--- config.mk ---
export PLATFORM = sky130hd
export DESIGN_NAME = rwv_access_validator
export DESIGN_NICKNAME = d
export VERILOG_FILES = /design/src/rtl/rwv_pkg.sv /design/src/rtl/rwv_rule_check.sv /design/src/rtl/rwv_route.sv /design/src/rtl/rwv_resp_reg.sv /design/src/rtl/rwv_access_validator.sv
export SDC_FILE = /design/constraint.sdc
export NUM_CORES = 1
export LEC_CHECK = 0
export BUFFER_PORTS_ARGS = -buffer_cell sky130_fd_sc_hd__buf_2
export CAP_MARGIN = 20
export CORE_ASPECT_RATIO = 1.1
export CORE_UTILIZATION = 47
export CTS_CLUSTER_DIAMETER = 80
export DETAILED_ROUTE_END_ITERATION = 6
export PLACE_DENSITY = 0.81
export SLEW_MARGIN = 10
export SYNTH_ARGS = -nofsm -noshare
export SYNTH_HDL_FRONTEND = slang
export SYNTH_SLANG_ARGS = --single-unit
--- constraint.sdc ---
create_clock -name clk -period 1.53 [get_ports clk]
set_input_delay 0.0765 -clock clk [delete_from_list [all_inputs] [get_ports clk]]
set_output_delay 0.0765 -clock clk [all_outputs]
set_load 0.05 [all_outputs]
--- src/rtl/rwv_pkg.sv ---
package rwv_pkg;

  typedef enum logic [1:0] {
    RSN_OK        = 2'd0,
    RSN_MISSING   = 2'd1,
    RSN_UNALIGNED = 2'd2,
    RSN_BADLEN    = 2'd3
  } rsn_e;

  typedef enum logic {
    MODE_FIXED     = 1'b0,
    MODE_HALF_WORD = 1'b1
  } size_mode_e;

  // Word alignment looks only at the two least significant address bits.
  function automatic logic word_aligned(input logic [1:0] lsb);
    return (lsb == 2'b00);
  endfunction

  // Length rule per register mode; counts are passed zero-extended to 8 bits.
  function automatic logic length_fits(input size_mode_e mode,
                                       input logic [7:0] nbytes,
                                       input logic [7:0] size);
    logic ok;
    if (mode == MODE_HALF_WORD) ok = (nbytes == 8'd2) || (nbytes == 8'd4);
    else                        ok = (nbytes == size);
    return ok;
  endfunction

  // Fixed priority: missing, then misaligned, then length.
  function automatic rsn_e rank_reason(input logic present,
                                       input logic aligned,
                                       input logic len_ok);
    rsn_e r;
    if (!present)     r = RSN_MISSING;
    else if (!aligned) r = RSN_UNALIGNED;
    else if (!len_ok)  r = RSN_BADLEN;
    else               r = RSN_OK;
    return r;
  endfunction

endpackage

--- src/rtl/rwv_rule_check.sv ---
module rwv_rule_check
  import rwv_pkg::*;
#(
  parameter int AW  = 32,
  parameter int NBW = 3
) (
  input  logic [AW-1:0]  addr,
  input  logic [NBW-1:0] nbytes,
  input  logic           present,
  input  logic           mode,
  input  logic [NBW-1:0] size,
  output logic           aligned,
  output logic           len_ok,
  output rsn_e           reason
);
  localparam int PADW = 8 - NBW;

  logic [7:0] nb_ext;
  logic [7:0] sz_ext;

  generate
    if (PADW > 0) begin : g_pad
      assign nb_ext = {{PADW{1'b0}}, nbytes};
      assign sz_ext = {{PADW{1'b0}}, size};
    end else begin : g_nopad
      assign nb_ext = nbytes[7:0];
      assign sz_ext = size[7:0];
    end
  endgenerate

  always_comb begin
    aligned = word_aligned(addr[1:0]);
    len_ok  = length_fits(size_mode_e'(mode), nb_ext, sz_ext);
    reason  = rank_reason(present, aligned, len_ok);
  end
endmodule

--- src/rtl/rwv_route.sv ---
module rwv_route #(
  parameter int            AW        = 32,
  parameter logic [AW-1:0] CORE_BASE = 32'hFFE0_0000
) (
  input  logic [AW-1:0] addr,
  input  logic          reject,
  input  logic          from_cpu,
  output logic          in_core,
  output logic          hit_core,
  output logic          hit_sys
);
  localparam bool_zero_base = (CORE_BASE == '0);

  generate
    if (bool_zero_base) begin : g_all_core
      assign in_core = 1'b1;
    end else begin : g_split
      assign in_core = (addr >= CORE_BASE);
    end
  endgenerate

  logic signal_err;
  assign signal_err = reject && from_cpu;
  assign hit_core   = signal_err && in_core;
  assign hit_sys    = signal_err && !in_core;
endmodule

--- src/rtl/rwv_resp_reg.sv ---
module rwv_resp_reg
  import rwv_pkg::*;
#(
  parameter int AW = 32,
  parameter int DW = 32
) (
  input  logic          clk,
  input  logic          rst_n,
  input  logic          valid,
  input  rsn_e          reason,
  input  logic          write,
  input  logic [AW-1:0] addr,
  input  logic [DW-1:0] rdata_in,
  input  logic          hit_core,
  input  logic          hit_sys,
  output logic          resp_valid,
  output logic          resp_accept,
  output logic [1:0]    resp_reason,
  output logic          wr_commit,
  output logic [DW-1:0] rd_data,
  output logic          core_fault,
  output logic          sys_hwerr,
  output logic [AW-1:0] fault_addr,
  output logic          fault_write
);
  logic legal;
  assign legal = (reason == RSN_OK);

  always_ff @(posedge clk or negedge rst_n) begin
    if (!rst_n) begin
      resp_valid  <= 1'b0;
      resp_accept <= 1'b0;
      resp_reason <= RSN_OK;
      wr_commit   <= 1'b0;
      rd_data     <= '0;
      core_fault  <= 1'b0;
      sys_hwerr   <= 1'b0;
      fault_addr  <= '0;
      fault_write <= 1'b0;
    end else begin
      resp_valid <= valid;
      wr_commit  <= valid && legal && write;
      core_fault <= valid && hit_core;
      sys_hwerr  <= valid && hit_sys;
      rd_data    <= (valid && legal && !write) ? rdata_in : '0;
      if (valid) begin
        resp_accept <= legal;
        resp_reason <= reason;
      end
      if (valid && (hit_core || hit_sys)) begin
        fault_addr  <= addr;
        fault_write <= write;
      end
    end
  end
endmodule

--- src/rtl/rwv_access_validator.sv ---
module rwv_access_validator
  import rwv_pkg::*;
#(
  parameter int            AW        = 32,
  parameter int            DW        = 32,
  parameter int            NBW       = 3,
  parameter logic [AW-1:0] CORE_BASE = 32'hFFE0_0000
) (
  input  logic           clk,
  input  logic           rst_n,
  input  logic           req_valid,
  input  logic [AW-1:0]  req_addr,
  input  logic [NBW-1:0] req_nbytes,
  input  logic           req_write,
  input  logic           req_from_cpu,
  input  logic           reg_present,
  input  logic           reg_mode,
  input  logic [NBW-1:0] reg_size,
  input  logic [DW-1:0]  reg_rdata,
  output logic           resp_valid,
  output logic           resp_accept,
  output logic [1:0]     resp_reason,
  output logic           wr_commit,
  output logic [DW-1:0]  rd_data,
  output logic           core_fault,
  output logic           sys_hwerr,
  output logic [AW-1:0]  fault_addr,
  output logic           fault_write
);
  // Named internal events, visible to the bound checker.
  logic ev_aligned;
  logic ev_len_ok;
  rsn_e ev_reason;
  logic ev_reject;
  logic ev_in_core;
  logic ev_hit_core;
  logic ev_hit_sys;

  rwv_rule_check #(.AW(AW), .NBW(NBW)) u_rule (
    .addr    (req_addr),
    .nbytes  (req_nbytes),
    .present (reg_present),
    .mode    (reg_mode),
    .size    (reg_size),
    .aligned (ev_aligned),
    .len_ok  (ev_len_ok),
    .reason  (ev_reason)
  );

  assign ev_reject = req_valid && (ev_reason != RSN_OK);

  rwv_route #(.AW(AW), .CORE_BASE(CORE_BASE)) u_route (
    .addr     (req_addr),
    .reject   (ev_reject),
    .from_cpu (req_from_cpu),
    .in_core  (ev_in_core),
    .hit_core (ev_hit_core),
    .hit_sys  (ev_hit_sys)
  );

  rwv_resp_reg #(.AW(AW), .DW(DW)) u_resp (
    .clk         (clk),
    .rst_n       (rst_n),
    .valid       (req_valid),
    .reason      (ev_reason),
    .write       (req_write),
    .addr        (req_addr),
    .rdata_in    (reg_rdata),
    .hit_core    (ev_hit_core),
    .hit_sys     (ev_hit_sys),
    .resp_valid  (resp_valid),
    .resp_accept (resp_accept),
    .resp_reason (resp_reason),
    .wr_commit   (wr_commit),
    .rd_data     (rd_data),
    .core_fault  (core_fault),
    .sys_hwerr   (sys_hwerr),
    .fault_addr  (fault_addr),
    .fault_write (fault_write)
  );
endmodule

==> results.md <==
* Status: completed
* Inserted Clock Buffers at 9
* Congestion Overflow GR at 0
* Combinational share of power at 0.244
* CP max FO at 31
* Syn_area_per_cell at 15.5 sq um
* LEAKAGE at 2.31 nW
* Mapped Area at 0.00269 sq mm
* CTS resizes at 0
* Final hold vios at 0
* Standard-cell row count at 28
* Ys flop type: dfrtp_1
* Avg WL per Cell at 16.8 um
* Die H at 81.3 um
* Place WS at -0.0372 ns
* Vias at 2268
* Relative slew slack at 0.746
* Register area share after synthesis at 0.671
* Sink Count at 72
* Met2 Use GR at 0.514
* Global-route wire length before repair at 12200 um
* Die ar. at 0.00602 sq mm
* Final core occ at 0.811
* Ys Warns at 0
* Post-synth top area share at 0.671
* R2r setup slk at 0.72 ns
* Longest Clk Path Bufs at 2
* Placer Congestion at 0.777
* Min-delay worst type: input port to flop
* Worst Setup End Kind: flop
* Syn Inst Count at 173
* Fraction of layout cells with a size suffix above 1 at 0.585
* Antenna viol nets, final at 0
* Largest net degree at the start of global routing at 73
* Number of synthesized flops with an enable pin at 0
* Core area at 0.00543 sq mm
* Critical Path AT at 1.64 ns
* Max-cap violation count at 0
* Synth-to-layout area growth at 63.9%
* Vias per std cell at 4.77
* Slowest CP cell: dlygate4sd3_1
* Critical-path cell list: dlygate4sd3_1 > buf_2 > and2_1 > o211ai_4 > buf_12 > mux2_2
* Number of global-route vias before repair at 2464
* Crit path launch: req_valid
* VDD IR max at 685 uV
* # IOs at 149
* Initial antenna violation count at 0
* FF-to-FF End: u_resp.fault_addr[30]
* GRT busiest layer: met2
* Unrepaired setup endpoints after global routing: no
* # Post-CTS Setup Buffers at 0
* Clk network pwr share at 0.329
* Flop pwr share at 0.427
* Hold Path Stages at 2
* Path type of the worst setup path: input port to flop
* M3 GR Usage at 0.100
* Ys async rst share at 1.00
* Int Power at 3.39 mW
* # diodes at 0
* Worst path max stage delay at 0.52 ns
* Worst slew pin tran at 0.381 ns
* Setup tns final at 0 ns
* Die width at 74.1 um
* Initial Util at 0.495
* DRT iter0 DRCs at 101
* Switching Fraction at 0.319
* Leading area contributor after synthesis: dfrtp_1
* Area contributors post-synth: dfrtp_1 67%, mux2_2 13%, and2_2 7.8%
* Count of different cell masters after synthesis at 25
* Worst EP required at 1.74 ns
* R2r startpoint: u_resp.fault_addr[30]
* Syn_nets at 250
* Dpl hpwl at 4150 um
* FF+latch count, synth at 72
* CP Launch Type: input port
* Met1 global-route usage at 0.295
* Total wire length at 8000 um
* PortBufs at 148
* Slew Limit Fails at 0
* Minimum period implied by the final worst setup slack at 1.43 ns
* H-tree lvl count at 3
* Later-pin clock latency in the skew report at 0.33 ns
* Clk_skew at 0 ns
* Drt drc at 0
* Crit share post-route at 0.934
* Final Setup Violations at 0
* Total GRT Usage at 0.287
* Power Density at 1130 mW/mm^2
* CTS tree: yes
* Fin nets at 472
* Fmax at 0.700 GHz
* CTS clk-pin slew, worst paths at 0.08 ns
* Final setup margin at 0.101 ns
* Worst R2R Path Depth at 1
* Worst hold path startpoint: req_addr[1]
* Cts-stage hold buffer count at 63
* DR pass1 iterations at 4
* Setup crit end: u_resp.fault_addr[30]
* CTS root buf: clkbuf_8
* Net Sw Power at 1.59 mW
[how the worst min path moves through the flow]
stage                             to  slack (ns)
6_report        u_resp.fault_addr[1]        0.02
2_1_floorplan      u_resp.core_fault       -0.22
3_3_place_gp       u_resp.rd_data[5]        0.13
3_5_place_dp       u_resp.rd_data[5]        0.13
4_1_cts        u_resp.fault_addr[30]       0.005
5_1_grt        u_resp.fault_addr[30]       0.005
[cell families after synthesis]
| logic type | synth area share |
|---|---|
| compound gates | 0.0377 |
| xor+xnor | 0.0130 |
| buf+inv | 0.0196 |
| flops | 0.671 |
| mux | 0.130 |
| simple gates | 0.129 |
[cell usage in the layout, fill, tap and decap left out, drive strengths merged]
master | synthesis | final
or2 | 1 | 1
nor2 | 5 | 5
nor2b | 1 | 1
clkinvlp | 0 | 2
nand3b | 1 | 1
a21oi | 1 | 1
nand4b | 1 | 1
xnor2 | 3 | 3
o2bb2ai | 1 | 1
a31oi | 1 | 1
mux2 | 31 | 31
xor2 | 1 | 1
nand4 | 4 | 4
nand2 | 2 | 2
clkbuf | 3 | 9
a22o | 2 | 2
a2111oi | 1 | 1
and2 | 34 | 34
buf | 3 | 154
bufinv | 0 | 2
clkinv | 0 | 2
a21o | 1 | 1
dfrtp | 72 | 72
o211ai | 1 | 1
dlygate4sd3 | 0 | 63
a211oi | 1 | 1
nor4b | 1 | 1
inv | 1 | 2
[Yosys cell counts, types with 2 or more instances]
master	count
dfrtp_1	72
mux2_2	31
and2_2	28
and2_1	6
nor2_1	5
nand4_1	4
buf_6	3
clkbuf_2	3
xnor2_1	3
a22o_1	2
nand2_1	2
[layout make-up]
type / instances / area, sq um
clock buffers: 9 / 124
clock inverters: 7 / 93.8
fillers: 289 / 1030
inverters: 1 / 3.75
multi-input cells: 94 / 832
flip-flops and latches: 72 / 1800
well taps: 75 / 93.8
repair buffers: 217 / 1450
[per-stage QoR]
stage          area, sq um  hold WS [ns]  instances  total power, mW
6_report              4400        0.0210        475             4.97
5_1_grt               4400       0.00463        475             5.19
4_1_cts               4400       0.00536        475             4.97
3_5_place_dp          3550         0.130        396             3.22
3_3_place_gp          3550         0.127        396             3.20
2_1_floorplan         2690        -0.219        173             2.87
[routing by layer]
layer  wire length, um  vias to the layer above  part of all wire
met4               218                        0             0.027
met1              2770                     1107              0.35
li1                  -                     1026                 -
met2              4370                      115              0.55
met3               637                       20             0.080
met5                 0                        -                 0
[registers in the layout, summed over array words and instances (netlist names)]
signal              flops
u_resp.wr_commit        1
u_resp.resp_accept      1
u_resp.fault_addr      32
u_resp.sys_hwerr        1
u_resp.resp_valid       1
u_resp.fault_write      1
u_resp.core_fault       1
u_resp.rd_data         32
u_resp.resp_reason      2
[critical path, delay by kind of cell]
kind                   cells  cell delay [ns]
buffers and inverters      3             0.89
multiplexers               1             0.37
AND/OR/NAND/NOR            1             0.19
AO/OA/AOI/OAI              1             0.10
[power by group through the flow]
| stage | registers (mW) | logic (mW) | clock network [mW] |
|---|---|---|---|
| finish | 2.13 | 1.21 | 1.64 |
| global route | 2.14 | 1.27 | 1.77 |
| CTS | 2.12 | 1.19 | 1.66 |
| detailed placement | 2.15 | 1.07 | 0 |
| global placement | 2.15 | 1.05 | 0 |
| floorplan | 2.68 | 0.195 | 0 |
Power figures use the tool's default switching activity.
